==> src/rtl/ps2h_pkg.sv <==
package ps2h_pkg;

  localparam int unsigned BYTE_W = 8;

  // controller command codes
  localparam logic [7:0] OP_NONE      = 8'h00;
  localparam logic [7:0] OP_RD_MODE   = 8'h20;
  localparam logic [7:0] OP_WR_MODE   = 8'h60;
  localparam logic [7:0] OP_AUX_OFF   = 8'hA7;
  localparam logic [7:0] OP_AUX_ON    = 8'hA8;
  localparam logic [7:0] OP_AUX_TEST  = 8'hA9;
  localparam logic [7:0] OP_SELF_TEST = 8'hAA;
  localparam logic [7:0] OP_KB_TEST   = 8'hAB;
  localparam logic [7:0] OP_KB_OFF    = 8'hAD;
  localparam logic [7:0] OP_KB_ON     = 8'hAE;
  localparam logic [7:0] OP_RD_INPUT  = 8'hC0;
  localparam logic [7:0] OP_WR_OUTP   = 8'hD1;
  localparam logic [7:0] OP_WR_KBQ    = 8'hD2;
  localparam logic [7:0] OP_WR_AUXQ   = 8'hD3;
  localparam logic [7:0] OP_WR_AUXDEV = 8'hD4;

  // reply bytes
  localparam logic [7:0] RPL_TEST_OK  = 8'h00;
  localparam logic [7:0] RPL_SELF_OK  = 8'h55;
  localparam logic [7:0] RPL_INPUT    = 8'h80;

  // mode register fields
  localparam int unsigned MB_KB_IE   = 0;
  localparam int unsigned MB_AUX_IE  = 1;
  localparam int unsigned MB_KB_OFF  = 4;
  localparam int unsigned MB_AUX_OFF = 5;
  localparam logic [7:0]  MODE_RST   = 8'h03;

  // channel indices
  localparam int unsigned CH_KB  = 0;
  localparam int unsigned CH_AUX = 1;
  localparam int unsigned N_CH   = 2;

  typedef struct packed {
    logic       vld;
    logic [7:0] dat;
  } byte_evt_t;

endpackage

==> src/rtl/ps2h_fifo.sv <==
module ps2h_fifo #(
  parameter int unsigned DEPTH = 16,
  parameter int unsigned W     = 8
) (
  input  logic                         clk,
  input  logic                         rst_n,
  input  logic                         dev_push,
  input  logic [W-1:0]                 dev_byte,
  input  logic                         ctl_push,
  input  logic [W-1:0]                 ctl_byte,
  input  logic                         pop,
  output logic [W-1:0]                 head,
  output logic [$clog2(DEPTH+1)-1:0]   level
);
  localparam int unsigned AW = (DEPTH > 1) ? $clog2(DEPTH) : 1;
  localparam int unsigned CW = $clog2(DEPTH + 1);

  logic [W-1:0]  mem [DEPTH];
  logic [AW-1:0] wptr_q, wptr_d, rptr_q, rptr_d;
  logic [CW-1:0] cnt_q, cnt_d, room;
  logic          take_dev, take_ctl, take_pop;
  logic [AW-1:0] slot_dev, slot_ctl;

  function automatic logic [AW-1:0] bump(input logic [AW-1:0] p);
    return (p == AW'(DEPTH - 1)) ? '0 : p + 1'b1;
  endfunction

  always_comb begin
    room     = CW'(DEPTH) - cnt_q;
    take_dev = dev_push && (room != '0);
    take_ctl = ctl_push && (room > {{(CW-1){1'b0}}, take_dev});
    take_pop = pop && (cnt_q != '0);
    slot_dev = wptr_q;
    slot_ctl = take_dev ? bump(wptr_q) : wptr_q;
    wptr_d   = wptr_q;
    if (take_dev && take_ctl) wptr_d = bump(bump(wptr_q));
    else if (take_dev || take_ctl) wptr_d = bump(wptr_q);
    rptr_d   = take_pop ? bump(rptr_q) : rptr_q;
    cnt_d    = cnt_q + {{(CW-1){1'b0}}, take_dev} + {{(CW-1){1'b0}}, take_ctl}
                     - {{(CW-1){1'b0}}, take_pop};
  end

  always_ff @(posedge clk or negedge rst_n) begin
    if (!rst_n) begin
      wptr_q <= '0;
      rptr_q <= '0;
      cnt_q  <= '0;
    end else begin
      wptr_q <= wptr_d;
      rptr_q <= rptr_d;
      cnt_q  <= cnt_d;
    end
  end

  always_ff @(posedge clk) begin
    if (take_dev) mem[slot_dev] <= dev_byte;
    if (take_ctl) mem[slot_ctl] <= ctl_byte;
  end

  assign head  = mem[rptr_q];
  assign level = cnt_q;

endmodule

==> src/rtl/ps2h_ctrl.sv <==
module ps2h_ctrl
  import ps2h_pkg::*;
(
  input  logic       clk,
  input  logic       rst_n,
  input  logic       bus_wr,
  input  logic       bus_cmd,
  input  logic [7:0] bus_wdata,
  output logic [7:0] mode,
  output logic       selftest,
  output logic       cmdflag,
  output byte_evt_t  kb_reply,
  output byte_evt_t  aux_reply,
  output byte_evt_t  kb_tx,
  output byte_evt_t  aux_tx,
  output byte_evt_t  outp_wr
);
  logic [7:0] mode_q, mode_d, latch_q, latch_d;
  logic       st_q, st_d, cf_q, cf_d;
  byte_evt_t  kbtx_q, kbtx_d, auxtx_q, auxtx_d, outp_q, outp_d;
  logic       cmd_wr, dat_wr;

  assign cmd_wr = bus_wr && bus_cmd;
  assign dat_wr = bus_wr && !bus_cmd;

  always_comb begin
    mode_d    = mode_q;
    latch_d   = latch_q;
    st_d      = st_q;
    cf_d      = cf_q;
    kb_reply  = '{vld: 1'b0, dat: bus_wdata};
    aux_reply = '{vld: 1'b0, dat: bus_wdata};
    kbtx_d    = '{vld: 1'b0, dat: kbtx_q.dat};
    auxtx_d   = '{vld: 1'b0, dat: auxtx_q.dat};
    outp_d    = '{vld: 1'b0, dat: outp_q.dat};
    if (cmd_wr) begin
      cf_d = 1'b1;
      case (bus_wdata)
        OP_RD_MODE:   kb_reply = '{vld: 1'b1, dat: mode_q};
        OP_WR_MODE, OP_WR_OUTP, OP_WR_KBQ, OP_WR_AUXQ, OP_WR_AUXDEV:
                      latch_d = bus_wdata;
        OP_AUX_OFF:   mode_d[MB_AUX_OFF] = 1'b1;
        OP_AUX_ON:    mode_d[MB_AUX_OFF] = 1'b0;
        OP_KB_OFF:    mode_d[MB_KB_OFF]  = 1'b1;
        OP_KB_ON:     mode_d[MB_KB_OFF]  = 1'b0;
        OP_AUX_TEST, OP_KB_TEST:
                      kb_reply = '{vld: 1'b1, dat: RPL_TEST_OK};
        OP_SELF_TEST: begin
          st_d     = 1'b1;
          kb_reply = '{vld: 1'b1, dat: RPL_SELF_OK};
        end
        OP_RD_INPUT:  kb_reply = '{vld: 1'b1, dat: RPL_INPUT};
        default:      ;
      endcase
    end
    if (dat_wr) begin
      cf_d    = 1'b0;
      latch_d = OP_NONE;
      case (latch_q)
        OP_NONE:      kbtx_d    = '{vld: 1'b1, dat: bus_wdata};
        OP_WR_MODE:   mode_d    = bus_wdata;
        OP_WR_OUTP:   outp_d    = '{vld: 1'b1, dat: bus_wdata};
        OP_WR_KBQ:    kb_reply  = '{vld: 1'b1, dat: bus_wdata};
        OP_WR_AUXQ:   aux_reply = '{vld: 1'b1, dat: bus_wdata};
        OP_WR_AUXDEV: auxtx_d   = '{vld: 1'b1, dat: bus_wdata};
        default:      ;
      endcase
    end
  end

  always_ff @(posedge clk or negedge rst_n) begin
    if (!rst_n) begin
      mode_q  <= MODE_RST;
      latch_q <= OP_NONE;
      st_q    <= 1'b0;
      cf_q    <= 1'b1;
      kbtx_q  <= '0;
      auxtx_q <= '0;
      outp_q  <= '0;
    end else begin
      mode_q  <= mode_d;
      latch_q <= latch_d;
      st_q    <= st_d;
      cf_q    <= cf_d;
      kbtx_q  <= kbtx_d;
      auxtx_q <= auxtx_d;
      outp_q  <= outp_d;
    end
  end

  assign mode     = mode_q;
  assign selftest = st_q;
  assign cmdflag  = cf_q;
  assign kb_tx    = kbtx_q;
  assign aux_tx   = auxtx_q;
  assign outp_wr  = outp_q;

endmodule

==> src/rtl/ps2h_rdsel.sv <==
module ps2h_rdsel
  import ps2h_pkg::*;
#(
  parameter int unsigned CW = 5
) (
  input  logic          bus_rd,
  input  logic          bus_cmd,
  input  logic [CW-1:0] kb_level,
  input  logic [CW-1:0] aux_level,
  input  logic [7:0]    kb_head,
  input  logic [7:0]    aux_head,
  input  logic [7:0]    mode,
  input  logic          selftest,
  input  logic          cmdflag,
  output logic [7:0]    status,
  output logic [7:0]    rdata,
  output logic          kb_pop,
  output logic          aux_pop,
  output logic          kb_irq,
  output logic          aux_irq
);
  logic kb_has, aux_has, aux_only, data_rd;

  always_comb begin
    kb_has   = (kb_level != '0);
    aux_has  = (aux_level != '0);
    aux_only = aux_has && !kb_has;
    data_rd  = bus_rd && !bus_cmd;
    status   = {2'b00, aux_only, 1'b1, cmdflag, selftest, 1'b0, kb_has || aux_has};
    if (bus_cmd)       rdata = status;
    else if (aux_only) rdata = aux_head;
    else if (kb_has)   rdata = kb_head;
    else               rdata = 8'h00;
    kb_pop  = data_rd && kb_has;
    aux_pop = data_rd && aux_only;
    kb_irq  = kb_has && mode[MB_KB_IE] && !mode[MB_KB_OFF];
    aux_irq = aux_only && mode[MB_AUX_IE];
  end

endmodule

==> src/rtl/ps2_hostreg.sv <==
module ps2_hostreg
  import ps2h_pkg::*;
#(
  parameter int unsigned DEPTH = 16
) (
  input  logic       clk,
  input  logic       rst_n,
  input  logic       bus_wr,
  input  logic       bus_rd,
  input  logic       bus_cmd,
  input  logic [7:0] bus_wdata,
  output logic [7:0] bus_rdata,
  input  logic       kb_rx_valid,
  input  logic [7:0] kb_rx_data,
  input  logic       aux_rx_valid,
  input  logic [7:0] aux_rx_data,
  output logic       kb_tx_valid,
  output logic [7:0] kb_tx_data,
  output logic       aux_tx_valid,
  output logic [7:0] aux_tx_data,
  output logic       outp_wr_valid,
  output logic [7:0] outp_wr_data,
  output logic       kb_irq,
  output logic       aux_irq
);
  localparam int unsigned CW = $clog2(DEPTH + 1);

  logic [1:0] rst_sync_q;
  logic       rst_sync_n;

  always_ff @(posedge clk or negedge rst_n) begin
    if (!rst_n) rst_sync_q <= 2'b00;
    else        rst_sync_q <= {rst_sync_q[0], 1'b1};
  end
  assign rst_sync_n = rst_sync_q[1];

  logic [7:0] mode_w, status_w;
  logic       selftest_w, cmdflag_w;
  byte_evt_t  kb_reply_w, aux_reply_w, kb_tx_w, aux_tx_w, outp_w;

  logic [N_CH-1:0]         dev_push, ctl_push, pop;
  logic [N_CH-1:0][7:0]    dev_byte, ctl_byte, head;
  logic [N_CH-1:0][CW-1:0] level;
  logic [CW-1:0]           kb_level_w, aux_level_w;

  ps2h_ctrl u_ctrl (
    .clk       (clk),
    .rst_n     (rst_sync_n),
    .bus_wr    (bus_wr),
    .bus_cmd   (bus_cmd),
    .bus_wdata (bus_wdata),
    .mode      (mode_w),
    .selftest  (selftest_w),
    .cmdflag   (cmdflag_w),
    .kb_reply  (kb_reply_w),
    .aux_reply (aux_reply_w),
    .kb_tx     (kb_tx_w),
    .aux_tx    (aux_tx_w),
    .outp_wr   (outp_w)
  );

  assign dev_push[CH_KB]  = kb_rx_valid;
  assign dev_byte[CH_KB]  = kb_rx_data;
  assign dev_push[CH_AUX] = aux_rx_valid;
  assign dev_byte[CH_AUX] = aux_rx_data;
  assign ctl_push[CH_KB]  = kb_reply_w.vld;
  assign ctl_byte[CH_KB]  = kb_reply_w.dat;
  assign ctl_push[CH_AUX] = aux_reply_w.vld;
  assign ctl_byte[CH_AUX] = aux_reply_w.dat;

  for (genvar c = 0; c < N_CH; c++) begin : g_chan
    ps2h_fifo #(.DEPTH(DEPTH), .W(BYTE_W)) u_fifo (
      .clk      (clk),
      .rst_n    (rst_sync_n),
      .dev_push (dev_push[c]),
      .dev_byte (dev_byte[c]),
      .ctl_push (ctl_push[c]),
      .ctl_byte (ctl_byte[c]),
      .pop      (pop[c]),
      .head     (head[c]),
      .level    (level[c])
    );
  end

  assign kb_level_w  = level[CH_KB];
  assign aux_level_w = level[CH_AUX];

  ps2h_rdsel #(.CW(CW)) u_rdsel (
    .bus_rd    (bus_rd),
    .bus_cmd   (bus_cmd),
    .kb_level  (kb_level_w),
    .aux_level (aux_level_w),
    .kb_head   (head[CH_KB]),
    .aux_head  (head[CH_AUX]),
    .mode      (mode_w),
    .selftest  (selftest_w),
    .cmdflag   (cmdflag_w),
    .status    (status_w),
    .rdata     (bus_rdata),
    .kb_pop    (pop[CH_KB]),
    .aux_pop   (pop[CH_AUX]),
    .kb_irq    (kb_irq),
    .aux_irq   (aux_irq)
  );

  assign kb_tx_valid   = kb_tx_w.vld;
  assign kb_tx_data    = kb_tx_w.dat;
  assign aux_tx_valid  = aux_tx_w.vld;
  assign aux_tx_data   = aux_tx_w.dat;
  assign outp_wr_valid = outp_w.vld;
  assign outp_wr_data  = outp_w.dat;

endmodule

==> config.mk <==
export PLATFORM = sky130hd
export DESIGN_NAME = ps2_hostreg
export DESIGN_NICKNAME = d
export VERILOG_FILES = /design/src/rtl/ps2h_pkg.sv /design/src/rtl/ps2h_fifo.sv /design/src/rtl/ps2h_ctrl.sv /design/src/rtl/ps2h_rdsel.sv /design/src/rtl/ps2_hostreg.sv
export SDC_FILE = /design/constraint.sdc
export NUM_CORES = 1
export LEC_CHECK = 0
export ABC_AREA = 1
export CORE_MARGIN = 1.5
export CORE_UTILIZATION = 45
export DETAILED_ROUTE_END_ITERATION = 10
export MAX_ROUTING_LAYER = met4
export PLACE_DENSITY = 0.58
export SYNTH_ARGS = -nofsm -noshare
export SYNTH_HDL_FRONTEND = slang
export SYNTH_HIERARCHICAL = 1
export SYNTH_SLANG_ARGS = --single-unit
==> constraint.sdc <==
create_clock -name clk -period 3.1 [get_ports clk]
set_clock_uncertainty 0.2 [all_clocks]
set_input_delay 0.62 -clock clk [delete_from_list [all_inputs] [get_ports clk]]
set_output_delay 0.62 -clock clk [all_outputs]
set_load 0.05 [all_outputs]
# ---- Word-level counts from Yosys, hierarchy flattened
# Memories as Yosys holds them, arrays and structs flattened.
# Index checks and enable logic that the tools add are counted.
dict set report totals {
  ramBits 256
  elab_cells 146
  output_inout_bits 37
  inputBits 31
  mem_count 2
  ff_bits 73
}
dict set report op_classes {
  n_addsub 14
  n_mux 45
  n_eq_ne 25
  order_cmp 2
  reduce_logical 40
}
# name depth width read_ports rd_ports_with_merged_regs write_ports line
set mem_list {}
lappend mem_list {{g_chan[0].u_fifo.mem} 16 8 1 0 2 ps2h_fifo.sv:18} ;# logic [W-1:0] mem [DEPTH];
lappend mem_list {{g_chan[1].u_fifo.mem} 16 8 1 0 2 ps2h_fifo.sv:18}
# operator n
set op_table {}
lappend op_table {{== test 8 bit, second input constant} 16}
lappend op_table {{2-to-1 mux 9 bit} 11}
lappend op_table {{2-to-1 mux 4 bit} 12}
lappend op_table {{2-to-1 mux 8 bit} 6}
lappend op_table {{one-hot mux 9 bit (4 select lines)} 1}
lappend op_table {{adder 4 x 1 -> 4 bit, second input constant} 6}
lappend op_table {{== test 4 bit, second input constant} 6}
lappend op_table {{adder 5 x 1 -> 5 bit} 4}
lappend op_table {{nonzero test 5 bit} 4}
lappend op_table {{logical AND 1 bit} 17}
lappend op_table {{== test 8 x 7 -> 1 bit, second input constant} 2}
lappend op_table {{2-to-1 mux 6 bit} 2}
lappend op_table {{AND reduction 2 bit} 6}
lappend op_table {{> comparator 5 x 1 -> 1 bit} 2}
lappend op_table {{2-to-1 mux 1 bit} 10}
lappend op_table {{subtractor 5 x 1 -> 5 bit} 2}
lappend op_table {{subtractor 5 bit, first input constant} 2}
lappend op_table {{== test 8 x 6 -> 1 bit, second input constant} 1}
lappend op_table {{logical NOT 8 bit} 1}
lappend op_table {{nonzero test 2 bit} 4}
lappend op_table {{OR reduction 5 bit} 1}
lappend op_table {{one-hot mux 1 bit (2 select lines)} 2}
lappend op_table {{logical NOT 1 bit} 3}
lappend op_table {{logical OR 1 bit} 3}
lappend op_table {{other kinds (2)} 2}

# ---- Depth between registers and ports, before layout
# Gate-level depths: netlist of the first run.
dict set report logic_depth {
  ltp_word 10
  depth_mapped 23
}

# ---- Cells and area by module
# Netlist of the first run, hierarchy kept.
# module cells_per_inst instances seq_area_each_um2 area_per_inst_um2
set by_module_without_submodules {}
lappend by_module_without_submodules {{ps2h_fifo (g_chan[1].u_fifo)} 1006 1 4169.0 9106.2}
lappend by_module_without_submodules {{ps2h_fifo (g_chan[0].u_fifo)} 1006 1 4169.0 9097.5}
lappend by_module_without_submodules {ps2h_ctrl 279 1 1129.8 2215.9}
lappend by_module_without_submodules {ps2h_rdsel 63 1 0.0 359.1}
lappend by_module_without_submodules {ps2_hostreg 3 1 50.0 53.8}

# ---- Least setup slack after synthesis of the first run
# Ideal clock, no wire load.
dict set report synth_timing {
  path_kind {reg-to-reg}
  from {register g_chan[1].u_fifo.cnt_q[0]}
  to {register g_chan[1].u_fifo.cnt_q[4]}
  n_path_buf 1
  arrival_ns 3.737
  path_slack_ns -0.916
  setup_ns 0.079
  synth_period_minus_slack_ns 4.016
  stages_incl_launch_ff 24
  path_cell_list {dfrtp_1 -> inv_2 -> ha_1 -> nand2_1 -> inv_1 -> ha_1 -> inv_1 -> nor2_2 -> nand3_4 -> nand2_4 -> buf_12 -> inv_1 -> ha_1 -> nor2_1 -> nor2_1 -> nand2_1 -> nor2_2 -> nor2_8 -> fa_1 -> fa_1 -> a21oi_1 -> nor2_1 -> nor2_1 -> xor2_1}
}
dict set report synth_between {
  elab_chain_len 7
  word_cells_on_any_way 12
  cone_classes {4 x add/sub; 1 x order compare; 7 x reduce/logical}
}
# item line
set synth_rtl {}
lappend synth_rtl {{start, declared} ps2h_fifo.sv:20} ;# logic [CW-1:0] cnt_q, cnt_d, room;
lappend synth_rtl {{start signal, assigned} ps2h_fifo.sv:51} ;# cnt_q <= cnt_d;
lappend synth_rtl {{subtractor 5 bit} ps2h_fifo.sv:29} ;# room = CW'(DEPTH) - cnt_q;
lappend synth_rtl {{nonzero test 5 bit} ps2h_fifo.sv:30} ;# take_dev = dev_push && (room != '0);
lappend synth_rtl {{logical AND 1 bit} ps2h_fifo.sv:30}
lappend synth_rtl {{> comparator 5 x 1 -> 1 bit} ps2h_fifo.sv:31} ;# take_ctl = ctl_push && (room > {{(CW-1){1'b0}}, take_dev});
lappend synth_rtl {{logical AND 1 bit} ps2h_fifo.sv:31}
lappend synth_rtl {{adder 5 x 1 -> 5 bit} ps2h_fifo.sv:39} ;# cnt_d = cnt_q + {{(CW-1){1'b0}}, take_dev} + {{(CW-1){1'b0}}, take_ctl}
lappend synth_rtl {{subtractor 5 x 1 -> 5 bit (*)} ps2h_fifo.sv:40} ;# - {{(CW-1){1'b0}}, take_pop};
lappend synth_rtl {{net g_chan[1].u_fifo.cnt_d[4]} ps2h_fifo.sv:20}
# Mark *: on every way through the listed nets, which the timed path passes. The rest lies on a longest branch.
# A chain may end at the register's enable or synchronous reset.

# ---- Final worst setup path of the first run
dict set report layout_timing {
  from {register g_chan[0].u_fifo.cnt_q[3]}
  to {register g_chan[0].u_fifo.cnt_q[4]}
}
dict set report layout_between {
  elab_chain_len 7
  word_cells_on_any_way 11
  cone_classes {4 x add/sub; 1 x order compare; 6 x reduce/logical}
}
# item line
set layout_rtl {}
lappend layout_rtl {{start, declared} ps2h_fifo.sv:20}
lappend layout_rtl {{start signal, assigned} ps2h_fifo.sv:51}
lappend layout_rtl {{subtractor 5 bit} ps2h_fifo.sv:29}
lappend layout_rtl {{nonzero test 5 bit} ps2h_fifo.sv:30}
lappend layout_rtl {{logical AND 1 bit} ps2h_fifo.sv:30}
lappend layout_rtl {{> comparator 5 x 1 -> 1 bit} ps2h_fifo.sv:31}
lappend layout_rtl {{logical AND 1 bit} ps2h_fifo.sv:31}
lappend layout_rtl {{adder 5 x 1 -> 5 bit} ps2h_fifo.sv:39}
lappend layout_rtl {{subtractor 5 x 1 -> 5 bit (*)} ps2h_fifo.sv:40}
lappend layout_rtl {{net g_chan[0].u_fifo.cnt_d[4]} ps2h_fifo.sv:20}
# Marked as above.

==> results by group, run 1 <==
Global route
  • Met2 Use GR: 46.5%
  • Largest net degree at the start of global routing: 37
  • Grt met3 use: 4.62%
  • Overflow left after global routing: 0
  • First-pass GRT wire length: 109000 um
  • Gr busiest metal: met2
  • GR Util All Layers: 31.2%
  • Antenna violations before repair: 2
  • Vias in the first global route: 17900
  • GR Util met1: 43.6%

Routing
  • Vias post-DR: 18900
  • Avg WL per Cell: 23.0 um
  • Final WL: 73900 um
  • First-pass DRT Iterations: 6
  • DRC: 0
  • Vias per std cell: 5.90
  • Initial DRC Count: 2044
  • Routed Antenna Nets: 0

Run status
  • Status: complete, but fails checks
  • Violated checks: setup timing

Cells and area
  • Fin cells: 3210
  • Final Util: 63.4%
  • Layout cells sized above 1: 37.5%
  • Commonest non-fill, non-tap cells in the layout: nand2_1, edfxtp_1, nand3_2
  • Seq. cell area: 9530 sq um
  • Multi-input gate area: 12200 sq um
  • Layout Nets: 2645
  • Fill count: 3664
  • Commonest non-fill, non-tap cell in the layout: nand2_1
  • Antenna Cells: 0
  • Fin area: 28800 sq um
  • Area growth syn-to-layout: 38.9%

STA
  • Slew Limit Fails: 0
  • Final worst slack: -0.373 ns
  • Worst-margin pin slew: 0.902 ns
  • Final hold violations: 0
  • FMAX: 0.288 GHz
  • Final setup viols: 507
  • Relative slew slack: 39.8%
  • Min cycle time layout: 3.47 ns
  • Tcrit/Tclk final: 112%
  • Setup TNS Final: -51.19 ns
  • RSZ-0062 raised after global routing: yes
  • Final hold slack: 0.0802 ns

CTS
  • CTS tree: yes
  • Worst-case clock buffer depth: 3
  • Inserted Clock Buffers: 38
  • Clock slew at reported path FFs: 0.07 ns
  • Clock Sinks: 329
  • Clock root buffer: clkbuf_16
  • Insertion delay of the later-clocked pin in the worst-skew pair: 0.57 ns
  • H-tree Lvls: 2

Flow run
  • MaxCap Viol Count: 0

Critical path
  • CP startpoint kind: register
  • Max incr delay on CP: 0.40 ns
  • CP max FO: 2
  • Critical path type: reg -> reg
  • Reg2Reg Depth: 22
  • Max stage delay cell, worst path: fa_2
  • Cell class contributing the biggest share of worst-path delay: adder cells
  • Critical path cell sequence: inv_2 -> ha_4 -> nand2_2 -> inv_2 -> ha_4 -> inv_4 -> nor2_4 -> nand3_4 -> nand2_4 -> inv_8 -> ha_4 -> nor2_2 -> nor2_1 -> nand2_2 -> nor2_4 -> nor2_8 -> fa_2 -> fa_2 -> a21oi_2 -> nor2_1 -> nor2_1 -> xor2_1
  • Critical path depth: 22
  • CP Buf/Inv Count: 4
  • Required time of the critical path: 3.38 ns
  • Critical path capture point type: register
  • Arr. time, crit path: 3.75 ns

Placement
  • DP Area: 24500 sq um
  • IO Port Bufs: 67
  • Placer Congestion: 0.942
  • DP Cell Count: 3035
  • Post-DP HPWL: 46400 um
  • Setup WS pre-CTS: -0.475 ns

Floorplanning
  • Die height: 218 um
  • Die ar.: 47500 sq um
  • Ports: 68
  • Starting density of the core: 45.7%
  • Die Wd: 218 um
  • FP Rows: 78
  • Core area: 45500 sq um

Yosys
  • Synthesized cell area: 20800 sq um
  • Synth warn: 6
  • Synth Instances: 2348
  • Mapped Avg Cell Area: 8.85 sq um
  • Post-synth net total: 2413

Power and ir drop
  • Max IR drop VDD: 0.000664 V
  • Power Total: 23.2 mW
  • LEAKAGE: 11.1 nW
  • Pwr/cell area: 803 nW/um^2

Hold path
  • Hold Path Class: reg -> async
## final timing paths
| path | startpoint | to | slack [ns] |
|---|---|---|---|
| max | g_chan[0].u_fifo/level[3] | g_chan[0].u_fifo/level[4] | -0.37 |
| min | rst_sync_q[1] | g_chan[1].u_fifo/level[3] | 0.08 |
| max reg2reg | g_chan[0].u_fifo/level[3] | g_chan[0].u_fifo/level[4] | -0.37 |
| min reg2reg | rst_sync_q[1] | g_chan[1].u_fifo/level[3] | 0.08 |
| max in group asynchronous | rst_n | rst_sync_q[1] | 2.01 |
| min in group clk | rst_sync_q[0] | rst_sync_q[1] | 0.15 |
## power breakdown
| part | switching, mW | leakage [nW] | total (mW) | internal (mW) |
|---|---|---|---|---|
| registers | 0.399 | 3.22 | 5.78 | 5.38 |
| logic | 8.06 | 7.25 | 12.9 | 4.83 |
| clock network | 1.91 | 0.588 | 4.49 | 2.58 |
## layout make-up
| type | instances | share of cell area (%) |
|---|---|---|
| clock buffer | 58 | 3.73 |
| clock inverter | 12 | 0.438 |
| inverter | 129 | 1.83 |
| multi-input combinational | 1709 | 42.3 |
| sequential | 329 | 33.0 |
| tap | 600 | 2.60 |
| timing repair buffer | 373 | 16.0 |
## state kept, by name, summed over array words and instances (netlist names)
signal / count
u_ctrl/outp_wr: 9
g_chan.u_fifo/level: 10
g_chan.u_fifo/mem: 256
u_ctrl/latch_q: 8
u_ctrl/selftest: 1
g_chan.u_fifo/rptr_q: 8
rst_sync_q: 2
u_ctrl/cmdflag: 1
g_chan.u_fifo/slot_dev: 8
u_ctrl/aux_tx: 9
u_ctrl/kb_tx: 9
u_ctrl/mode: 8
## per-layer routing
layer	wire length (um)	part of all wire, %	vias up
met1	31600	43	9138
met5	0	0	-
li1	-	-	8644
met4	2530	3.4	0
met2	33000	45	980
met3	6790	9.2	167
## repair_timing
action	4_1_cts	5_1_grt
setup endpoints to repair	531	534
hold buffers	1	0
hold endpoints to repair	2	0
resized for setup	192	288
pin swaps	90	185
gates cloned	22	11
setup buffers	47	40
## worst register-to-register path, cell delays in order (launching register included)
cell     delay [ns]
dfrtp_2        0.37
inv_2          0.05
ha_4           0.15
nand2_2        0.06
inv_2          0.04
ha_4           0.27
inv_4          0.03
nor2_4         0.11
nand3_4        0.08
nand2_4        0.09
inv_8          0.03
ha_4           0.25
nor2_2         0.03
nor2_1         0.11
nand2_2        0.08
nor2_4         0.16
nor2_8         0.04
fa_2           0.37
fa_2           0.40
a21oi_2        0.15
nor2_1         0.05
nor2_1         0.10
xor2_1         0.15
Power figures use the tool's default switching activity.
==> inputs of run 2 (changes only) <==
- CORE_MARGIN: 1.5 -> 5
==> results by group, run 2 (synthesized netlist as in run 1, its figures left out) <==
Run status
  • Status: complete, but fails checks
  • Violated checks: setup timing

Cells and area
  • Max reg flops: 256 (unchanged)
  • Fin cells: 3206 (-0.12%)
  • Commonest non-fill, non-tap cell in the layout: nand2_1
  • Final Util: 62.3% (-1.1 points)
  • Layout cells sized above 1: 35.0% (-2.5 points)
  • Area growth syn-to-layout: 36.5%
  • Layout Nets: 2641 (-0.15%)
  • Fin area: 28300 sq um (-1.7%)
  • Reg with most FFs: g_chan.u_fifo/mem
  • Commonest non-fill, non-tap cells in the layout: nand2_1, edfxtp_1, nand3_2
  • Antenna Cells: 0 (unchanged)
  • Fill count: 3769 (+2.9%)

CTS
  • CTS tree: yes
  • Insertion delay of the later-clocked pin in the worst-skew pair: 0.56 ns (about the same)
  • Inserted Clock Buffers: 39 (+2.6%)
  • H-tree Lvls: 2 (unchanged)
  • Worst-case clock buffer depth: 3 (unchanged)
  • Clock root buffer: clkbuf_16
  • Clock Sinks: 329 (unchanged)
  • Clock slew at reported path FFs: 0.06 ns (about the same)

Hold path
  • Hold Path Class: reg -> reg
  • Hold endpoint: rst_sync_q[1]
  • Hold path depth: 0
  • Hold Path Origin: rst_sync_q[0]

STA
  • Final hold violations: 0 (unchanged)
  • Min cycle time layout: 3.49 ns (+0.0200 ns)
  • Relative slew slack: 39.0% (-0.81 points)
  • Tcrit/Tclk final: 113% (+0.64 points)
  • Worst-margin pin slew: 0.916 ns (+0.0134 ns)
  • Slew Limit Fails: 0 (unchanged)
  • RSZ-0062 raised after global routing: yes
  • Final hold slack: 0.151 ns (+0.0712 ns)
  • Final worst slack: -0.393 ns (-0.0200 ns)
  • FMAX: 0.286 GHz (-0.57%)
  • Final setup viols: 512 (+0.99%)

Floorplanning
  • Starting density of the core: 45.7% (unchanged)
  • Die ar.: 50600 sq um (+6.5%)
  • Ports: 68 (unchanged)
  • Die Wd: 225 um (+3.2%)
  • FP Rows: 78 (unchanged)
  • Core area: 45500 sq um (unchanged)
  • Die height: 225 um (+3.2%)

Placement
  • IO Port Bufs: 67 (unchanged)
  • Post-DP HPWL: 46900 um (+1.1%)
  • DP Cell Count: 3036 (+0.033%)
  • Placer Congestion: 0.913 (-3.1%)
  • DP Area: 24400 sq um (-0.33%)

Critical path
  • CP max FO: 7 (+5)
  • R2R Setup Slk: -0.38 ns (about the same)
  • Required time of the critical path: 2.28 ns (-1.10 ns)
  • R2R Path Start: g_chan[0].u_fifo/level[2]
  • Critical path cell sequence: clkinv_4 -> clkbuf_16 -> o21ai_2 -> o22ai_1 -> o211ai_1 -> nand3_1 -> a21oi_2 -> a21oi_4 -> buf_6
  • Max stage delay cell, worst path: dfrtp_2
  • Reg2Reg Depth: 22 (unchanged)
  • Critical path type: reg -> out
  • Critical path capture point type: primary output
  • CP startpoint kind: register
  • Cell class contributing the biggest share of worst-path delay: compound AO/OA/AOI/OAI gates
  • RR Endpoint: g_chan[0].u_fifo/level[4]
  • Max incr delay on CP: 0.49 ns (+0.09 ns)
  • Arr. time, crit path: 2.67 ns (-1.08 ns)
  • CP Buf/Inv Count: 3 (-1)

Global route
  • First-pass GRT wire length: 111000 um (+2.5%)
  • GR Util All Layers: 29.4% (-1.8 points)
  • Antenna violations before repair: 0 (-2)
  • Vias in the first global route: 17900 (+0.21%)
  • Largest net degree at the start of global routing: 59 (+59%)
  • Overflow left after global routing: 0 (unchanged)

Power and ir drop
  • LEAKAGE: 10.9 nW (-1.2%)
  • Comb power frac: 54.2% (-1.5 points)
  • Sw Ratio: 43.9% (-0.86 points)
  • Cell internal pwr: 13.1 mW (+2.4%)
  • Pwr/cell area: 824 nW/um^2 (+2.7%)
  • Sequential share of power: 24.7% (-0.2 points)
  • Power Total: 23.4 mW (+0.87%)
  • Max IR drop VDD: 0.000551 V (-17%)
  • Clock group share of total power: 21.1% (+1.7 points)
  • Sw Pwr: 10.3 mW (-1.1%)

Routing
  • First-pass DRT Iterations: 8 (+2)
  • Vias post-DR: 18900 (-0.063%)
  • Final WL: 74800 um (+1.2%)
  • Vias per std cell: 5.90 (about the same)
  • DRC: 0 (unchanged)
  • Initial DRC Count: 2069 (+1.2%)
  • Avg WL per Cell: 23.3 um (+1.3%)
  • Routed Antenna Nets: 0 (unchanged)

Flow run
  • MaxCap Viol Count: 0 (unchanged)
run 2: timing repair:
| item | CTS | global route |
|---|---|---|
| hold buffers | 1 | 0 |
| gates cloned | 21 | 4 |
| endpoints found under the setup margin | 525 | 535 |
| pin swaps | 93 | 149 |
| gates resized for setup | 169 | 207 |
| endpoints found under the hold margin | 2 | 0 |
| setup buffers | 42 | 37 |
run 2: cell type report:
class	count	area, sq um	area share [%]
multi-input combinational	1713	11900	42.1
sequential	329	9530	33.6
tap	600	751	2.65
timing repair buffer	364	4260	15.0
clock inverter	25	300	1.06
clock buffer	46	1050	3.72
inverter	129	528	1.86
run 2: how the worst max path moves through the flow:
stage / from / endpoint / slack [ns] / cells past startpoint
after detailed placement: g_chan[0].u_fifo/level[1] / g_chan[0].u_fifo/level[4] / -0.46 / 22
final: g_chan[0].u_fifo/rptr_q[0] / bus_rdata[0] / -0.39 / 9
after floorplan: g_chan[0].u_fifo/level[2] / g_chan[0].u_fifo/level[4] / -0.65 / 23
after CTS: g_chan[1].u_fifo/level[1] / g_chan[1].u_fifo/level[4] / -0.41 / 22
after global routing: g_chan[0].u_fifo/level[3] / g_chan[0].u_fifo/level[4] / -0.52 / 22
after global placement: g_chan[0].u_fifo/level[0] / g_chan[0].u_fifo/level[4] / -0.40 / 22
run 2: power by group through the flow:
stage | registers (mW) | logic, mW | clock network (mW)
6_report | 5.78 | 12.7 | 4.93
5_1_grt | 5.84 | 13.4 | 5.20
4_1_cts | 5.76 | 11.5 | 5.00
3_5_place_dp | 5.82 | 9.87 | 0
3_3_place_gp | 5.82 | 9.74 | 0
2_1_floorplan | 5.94 | 6.41 | 0
run 2: metrics by stage:
step / TNS (ns) / setup WS (ns)
2_1_floorplan: -125.56 / -0.652
3_3_place_gp: -98.25 / -0.399
3_5_place_dp: -124.59 / -0.457
4_1_cts: -88.61 / -0.408
5_1_grt: -124.47 / -0.524
6_report: -55.40 / -0.393
run 2: per-layer routing:
layer	up-vias	part of all wire (%)	global-route usage [%]
li1	8604	-	-
met1	9198	43	42.1
met2	956	44	42.9
met3	159	10	5.59
met4	0	3.0	7.96
met5	-	0	-
==> inputs of run 3 (changes only) <==
- SLEW_MARGIN: not set -> 20
==> results of run 3 <==
The final DEF is identical to that of run 2; final timing and power are the same.
